## src/rtl/crvec_pkg.sv

```systemverilog
package crvec_pkg;
    localparam int unsigned FW = 4;
    localparam int unsigned SW = $clog2(FW);

    typedef enum logic [1:0] {
        MODE_REDUCE = 2'b00,
        MODE_FF_LO  = 2'b01,
        MODE_FF_HI  = 2'b10,
        MODE_PRED   = 2'b11
    } mode_e;

    typedef enum logic [1:0] {
        OP_AND = 2'b00,
        OP_OR  = 2'b01,
        OP_XOR = 2'b10,
        OP_NOR = 2'b11
    } crop_e;

    function automatic logic [FW-1:0] cr_apply(crop_e op, logic [FW-1:0] a, logic [FW-1:0] b);
        case (op)
            OP_AND:  return a & b;
            OP_OR:   return a | b;
            OP_XOR:  return a ^ b;
            default: return ~(a | b);
        endcase
    endfunction
endpackage

```

## src/rtl/crvec_file.sv

```systemverilog
module crvec_file
    import crvec_pkg::*;
#(
    parameter int unsigned NFIELD = 16,
    localparam int unsigned AW = $clog2(NFIELD)
) (
    input  logic          clk,
    input  logic          rst_n,
    input  logic          we,
    input  logic [AW-1:0] waddr,
    input  logic [FW-1:0] wmask,
    input  logic [FW-1:0] wdata,
    input  logic [AW-1:0] ra,
    input  logic [AW-1:0] rb,
    output logic [FW-1:0] rda,
    output logic [FW-1:0] rdb
);
    logic [FW-1:0] f_d [NFIELD];
    logic [FW-1:0] f_q [NFIELD];

    always_comb begin
        f_d = f_q;
        if (we) begin
            f_d[waddr] = (f_q[waddr] & ~wmask) | (wdata & wmask);
        end
    end

    always_ff @(posedge clk or negedge rst_n) begin
        if (!rst_n) begin
            f_q <= '{default: '0};
        end else begin
            f_q <= f_d;
        end
    end

    assign rda = f_q[ra];
    assign rdb = f_q[rb];

    // bits outside the write mask keep their previous value
    p_masked_keep_r8: assert property (@(posedge clk) disable iff (!rst_n)
        we |=> ((f_q[$past(waddr)] & ~$past(wmask)) == ($past(f_q[waddr]) & ~$past(wmask))));
endmodule

```

## src/rtl/crvec_elem.sv

```systemverilog
module crvec_elem
    import crvec_pkg::*;
(
    input  logic          run,
    input  logic          pred_bit,
    input  logic          zero_en,
    input  logic          fill_val,
    input  logic          want_val,
    input  logic          bit_mode,
    input  logic [SW-1:0] bit_sel,
    input  crop_e         op,
    input  logic [FW-1:0] src_a,
    input  logic [FW-1:0] src_b,
    output logic          we,
    output logic [FW-1:0] mask,
    output logic [FW-1:0] data
);
    logic [FW-1:0] res_fld;
    logic [FW-1:0] res_bit;
    logic          probe;

    always_comb begin
        res_fld = cr_apply(op, src_a, src_b);
        res_bit = cr_apply(op, FW'(src_a[bit_sel]), FW'(src_b[bit_sel]));
        probe   = bit_mode ? res_bit[0] : res_fld[bit_sel];
        mask    = bit_mode ? (FW'(1) << bit_sel) : '1;
        if (!pred_bit) begin
            we   = run && zero_en;
            data = bit_mode ? (FW'(fill_val) << bit_sel) : {FW{fill_val}};
        end else begin
            we   = run && (probe == want_val);
            data = bit_mode ? (FW'(res_bit[0]) << bit_sel) : res_fld;
        end
    end
endmodule

```

## src/rtl/crvec_seq.sv

```systemverilog
module crvec_seq
    import crvec_pkg::*;
#(
    parameter int unsigned NFIELD = 16,
    parameter int unsigned MAXVL  = 8,
    localparam int unsigned AW  = $clog2(NFIELD),
    localparam int unsigned VLW = $clog2(MAXVL + 1),
    localparam int unsigned IW  = (MAXVL > 1) ? $clog2(MAXVL) : 1
) (
    input  logic             clk,
    input  logic             rst_n,
    input  logic             start,
    input  logic [1:0]       mode,
    input  logic [VLW-1:0]   vec_len,
    input  logic [MAXVL-1:0] pred,
    input  logic             zero_en,
    input  logic             fill_val,
    input  logic             want_val,
    input  logic             bit_mode,
    input  logic [SW-1:0]    bit_sel,
    input  logic [1:0]       op_sel,
    input  logic [AW-1:0]    dst_base,
    input  logic [AW-1:0]    srca_base,
    input  logic [AW-1:0]    srcb_base,
    input  logic             ld_en,
    input  logic [AW-1:0]    ld_addr,
    input  logic [FW-1:0]    ld_data,
    output logic             busy,
    output logic             done,
    output logic             wr_en,
    output logic [AW-1:0]    wr_addr,
    output logic [FW-1:0]    wr_mask,
    output logic [FW-1:0]    wr_data
);
    typedef struct packed {
        logic             busy;
        logic             done;
        logic [IW-1:0]    idx;
        logic [IW-1:0]    last;
        logic [MAXVL-1:0] pred;
        logic             zero_en;
        logic             fill_val;
        logic             want_val;
        logic             bit_mode;
        logic [SW-1:0]    bit_sel;
        crop_e            op;
        logic [AW-1:0]    dst;
        logic [AW-1:0]    sa;
        logic [AW-1:0]    sb;
    } seq_t;

    seq_t s_d, s_q;
    logic accept;

    always_comb begin
        accept = start && !s_q.busy && (mode == MODE_PRED)
              && (vec_len != '0) && (vec_len <= VLW'(MAXVL));
        s_d      = s_q;
        s_d.done = 1'b0;
        if (s_q.busy) begin
            if (s_q.idx == s_q.last) begin
                s_d.busy = 1'b0;
                s_d.done = 1'b1;
            end else begin
                s_d.idx = s_q.idx + 1'b1;
            end
        end else if (accept) begin
            s_d.busy     = 1'b1;
            s_d.idx      = '0;
            s_d.last     = IW'(vec_len - 1'b1);
            s_d.pred     = pred;
            s_d.zero_en  = zero_en;
            s_d.fill_val = fill_val;
            s_d.want_val = want_val;
            s_d.bit_mode = bit_mode;
            s_d.bit_sel  = bit_sel;
            s_d.op       = crop_e'(op_sel);
            s_d.dst      = dst_base;
            s_d.sa       = srca_base;
            s_d.sb       = srcb_base;
        end
    end

    always_ff @(posedge clk or negedge rst_n) begin
        if (!rst_n) begin
            s_q <= '0;
        end else begin
            s_q <= s_d;
        end
    end

    logic [FW-1:0] rd_a, rd_b;
    logic          el_we;
    logic [FW-1:0] el_mask, el_data;
    logic [AW-1:0] el_addr;

    assign el_addr = s_q.dst + AW'(s_q.idx);

    crvec_elem u_elem (
        .run      (s_q.busy),
        .pred_bit (s_q.pred[s_q.idx]),
        .zero_en  (s_q.zero_en),
        .fill_val (s_q.fill_val),
        .want_val (s_q.want_val),
        .bit_mode (s_q.bit_mode),
        .bit_sel  (s_q.bit_sel),
        .op       (s_q.op),
        .src_a    (rd_a),
        .src_b    (rd_b),
        .we       (el_we),
        .mask     (el_mask),
        .data     (el_data)
    );

    crvec_file #(.NFIELD(NFIELD)) u_file (
        .clk   (clk),
        .rst_n (rst_n),
        .we    (s_q.busy ? el_we : ld_en),
        .waddr (s_q.busy ? el_addr : ld_addr),
        .wmask (s_q.busy ? el_mask : {FW{1'b1}}),
        .wdata (s_q.busy ? el_data : ld_data),
        .ra    (s_q.sa + AW'(s_q.idx)),
        .rb    (s_q.sb + AW'(s_q.idx)),
        .rda   (rd_a),
        .rdb   (rd_b)
    );

    assign busy    = s_q.busy;
    assign done    = s_q.done;
    assign wr_en   = el_we;
    assign wr_addr = el_addr;
    assign wr_mask = el_mask;
    assign wr_data = el_data;

    // element writes only during a run
    p_write_in_run_r1: assert property (@(posedge clk) disable iff (!rst_n)
        wr_en |-> busy);
    // other mode codes never start a run
    p_idle_mode_r2: assert property (@(posedge clk) disable iff (!rst_n)
        (!busy && start && (mode != MODE_PRED)) |=> !busy);
    // masked-out element without zero-fill is skipped
    p_skip_r3: assert property (@(posedge clk) disable iff (!rst_n)
        (busy && !s_q.zero_en && !s_q.pred[s_q.idx]) |-> !wr_en);
    // zero-fill always writes the fill constant under the mask
    p_fill_r4: assert property (@(posedge clk) disable iff (!rst_n)
        (busy && s_q.zero_en && !s_q.pred[s_q.idx])
        |-> (wr_en && ((wr_data & wr_mask) == (s_q.fill_val ? wr_mask : '0))));
    // bit-form writes touch exactly one bit
    p_bit_mask_r6: assert property (@(posedge clk) disable iff (!rst_n)
        (wr_en && s_q.bit_mode) |-> ($countones(wr_mask) == 1));
    // done follows the last element and ends the run
    p_done_after_last_r9: assert property (@(posedge clk) disable iff (!rst_n)
        (busy && (s_q.idx == s_q.last)) |=> (done && !busy));
    p_done_pulse_r9: assert property (@(posedge clk) disable iff (!rst_n)
        done |=> !done);
    // a start during a run does not disturb the captured vector
    p_hold_cfg_r10: assert property (@(posedge clk) disable iff (!rst_n)
        (busy && (s_q.idx != s_q.last)) |=> (busy && $stable(s_q.dst) && $stable(s_q.last)));
endmodule

```

## config.mk

```make
export PLATFORM = sky130hd
export DESIGN_NAME = crvec_seq
export DESIGN_NICKNAME = d
export VERILOG_FILES = /design/src/rtl/crvec_pkg.sv /design/src/rtl/crvec_file.sv /design/src/rtl/crvec_elem.sv /design/src/rtl/crvec_seq.sv
export SDC_FILE = /design/constraint.sdc
export NUM_CORES = 1
export LEC_CHECK = 0
export BUFFER_PORTS_ARGS = -buffer_cell sky130_fd_sc_hd__clkbuf_2
export CAP_MARGIN = 15
export CORE_ASPECT_RATIO = 1.5
export CORE_UTILIZATION = 55
export DETAILED_ROUTE_END_ITERATION = 6
export PLACE_DENSITY = 0.85
export SLEW_MARGIN = 25
export SYNTH_ARGS = -nofsm -noshare
export SYNTH_HDL_FRONTEND = slang
export SYNTH_SLANG_ARGS = --single-unit
```

## constraint.sdc

```tcl
create_clock -name clk -period 7.25 [get_ports clk]
set_input_delay 1.8125 -clock clk [delete_from_list [all_inputs] [get_ports clk]]
set_output_delay 1.8125 -clock clk [all_outputs]
set_load 0.005 [all_outputs]
```

==> reports/qor.yml <==
global_routing:
  use_met2_pct: 48.2
  overflow: 0
  grt_pass1_wl_mm: 27.7
  use_met1_pct: 32.6
  antenna_found_initial: 0
  grt_pass1_vias: 5153
  grt_usage_pct: 27.7
  met3_usage_pct: 3.91
  grt_max_degree: 66
  grt-busiest-layer: "met2"
min_path:
  min_from: "s_q[29]$_DFFE_PN0P_"
  hp-class: "reg2reg"
  min_path_cells: 2
  hold_end: "s_q[29]$_DFFE_PN0P_"
logic_synthesis:
  ys.flop_type: "dfrtp_1"
  synth.cell_area_sq_um: 7120
  synth-edff-count: 0
  synth.distinct_cells: 54
  syn_area_per_cell_sq_um: 12.8
  synth-async-reset-ratio_pct: 100
  synthCells: 556
  synth_nets: 621
  ys_seq_area_share_pct: 35.2
  ys_seq_elements: 100
  yosysWarningCount: 0
worst_setup_path:
  r2r_start: "s_q[31]$_DFFE_PN0P_"
  r2r_cells: 17
  worstSetupStartpointType: "flop"
  ff2ff_setup_slack_ps: 1730
  crit_path_top_delay_cell: "xnor2_1"
  r2r_end: "u_file.f_q[30]$_DFFE_PN0P_"
  required_ps: 5440
  crit_path_max_fanout: 9
  crit_path_frequent_cell: "a211oi_1"
  path_cells: "ha_1, fa_1, xnor2_1, nand2_1, a211oi_1, and3b_1, mux4_2, ha_1, nor2b_1, a211oi_1, a211oi_1, nor2_1, nor2_1, nor2_1, a211oi_1, clkbuf_2"
  worstPathArrival_ps: 5040
  crit_path_end_kind: "primary output"
  timing_worst_setup_path_type: "reg2out"
  slowest_delay_ps: 620
final_layout:
  ff_latch_area_sq_um: 2500
  final_cell_mix: "100 x dfrtp_1, 59 x clkbuf_2, 56 x mux2_2"
  final_area_sq_um: 7760
  nFillCells: 932
  antenna_cells: 0
  num-nets-final: 667
  areaGrowthSynthToFinish_pct: 9.02
  multi_input_area_sq_um: 4320
  layout_commonest_cell: "dfrtp_1"
  drive_above_1_share_pct: 40.7
sta:
  drv_slew: 0
  hold_viol_final: 0
  skew_ps: 6.76
  worst_slack_ps: 398
  fin_crit_ps: 6850
  fin_crit_sh_pct: 94.5
  fmax_mhz: 146
  tightest_slew_ps: 843
  rsz0062_at_grt: "no"
  final.setup.tns_ps: 0
  hold_slack_ps: 513
  slew_headroom_pct: 43.8
  setup_viol_count_final: 0
drt:
  final_antenna_net_count: 0
  drt-wirelength-per-cell_microns: 23.0
  drtIter0Drc: 417
  via_per_inst: 6.58
  drc: 0
  num_vias: 5019
  dr.pass1.iters: 5
  wirelength_mm: 17.6
job:
  drv_cap: 0
clocking:
  clk_latency_ps: 350
  cts_max_path_buffers: 2
  postCtsHoldBufs: 0
  cts_tree: "yes"
  cts.clk_slew.worst_paths_ps: 70
  htreeDepth: 3
  cts_buffers: 9
  clkSinkCount: 100
  cts_root_buf: "clkbuf_16"
die:
  core_sq_um: 12600
  rows: 50
  die_h_microns: 141
  die_w_microns: 94.9
  fp.dieArea_sq_um: 13400
  ios: 61
  initial_core_util_pct: 56.6
status:
  outcome: "complete, no violations"
place:
  dp_slack_ps: 710
  hpwlAfterDp_mm: 13.1
  port_buffers: 60
  placedInstanceArea_sq_um: 7460
  globalplace.congestion: 0.907
-- cells by family (layout without fill, tap and decap cells) --
| logic type | after synthesis | after routing | synth area share, % |
|---|---|---|---|
| AO/OA/AOI/OAI | 76 | 76 | 7.70 |
| AND/OR/NAND/NOR | 130 | 130 | 11.1 |
| XOR/XNOR | 13 | 13 | 1.71 |
| adder cells (fa/ha/maj) | 19 | 19 | 3.66 |
| flip-flops | 100 | 100 | 35.2 |
| multiplexers | 165 | 165 | 36.3 |
| buffers and inverters | 53 | 104 | 4.38 |
-- Yosys cell counts (all sizes together), types with 12 or more instances --
library cell  count  area share [%]
mux4             49              16
nand3            27             3.7
o211ai           12             1.3
mux2             97              18
o21ai            18             1.3
mux2i            19             2.7
ha               16             2.8
nand2            36             2.0
dfrtp           100              35
clkbuf           17            0.90
and3             19             1.7
inv              16            0.84
nor2             17            0.90
buf              20             2.6
-- what timing repair did --
action	in CTS	in global routing
endpoints found under the setup margin	0	1
setup buffers	0	0
gates resized for setup	0	1
-- how the worst max path moves through the flow --
| stage | from | end | cells after the start |
|---|---|---|---|
| after global placement | s_q[31]$_DFFE_PN0P_ | wr_data[3] | 16 |
| final | s_q[31]$_DFFE_PN0P_ | wr_data[3] | 16 |
| after CTS | s_q[31]$_DFFE_PN0P_ | wr_data[3] | 15 |
| after global routing | s_q[31]$_DFFE_PN0P_ | wr_data[3] | 16 |
| after detailed placement | s_q[31]$_DFFE_PN0P_ | wr_data[3] | 15 |
| after floorplan | s_q[31]$_DFFE_PN0P_ | wr_data[3] | 17 |
-- routing by layer --
layer | up-vias | part of all wire, %
met1 | 2507 | 37
met5 | - | 0
met4 | 0 | 4.9
met2 | 232 | 53
li1 | 2218 | -
met3 | 62 | 5.1
-- sequential cells by signal (all words and copies together), names as in the netlist --
signal,cells
busy,1
s_q,34
u_file.f_q,64
done,1
-- critical path: cells and delay by family, from the launching register on --
family / cells / cell delay [ps]
muxes: 1 / 500
adders and majority gates: 3 / 940
buffers and inverters: 1 / 180
xor gates and xnor gates: 1 / 620
AOI/OAI and AO/OA: 4 / 1120
DFF: 1 / 530
and+or+nand+nor: 6 / 810
-- final cells by class --
type                    instances  area share (%)
inverters                      16           0.774
clock buffers                  10            3.08
well taps                     156            2.52
flip-flops and latches        100            32.3
repair buffers                 72            5.06
clock inverters                 6           0.613
multi-input cells             403            55.7
-- metrics by stage --
| step | util [%] | cells |
|---|---|---|
| after global placement | 59.3 | 747 |
| after floorplan | - | 556 |
| after global routing | 61.7 | 763 |
| final | 61.7 | 763 |
| after CTS | 61.6 | 763 |
| after detailed placement | 59.3 | 747 |
Power is left out: the tool's default activity adds up to more than one toggle a clock period on the data nets, which glitch-free logic cannot reach.
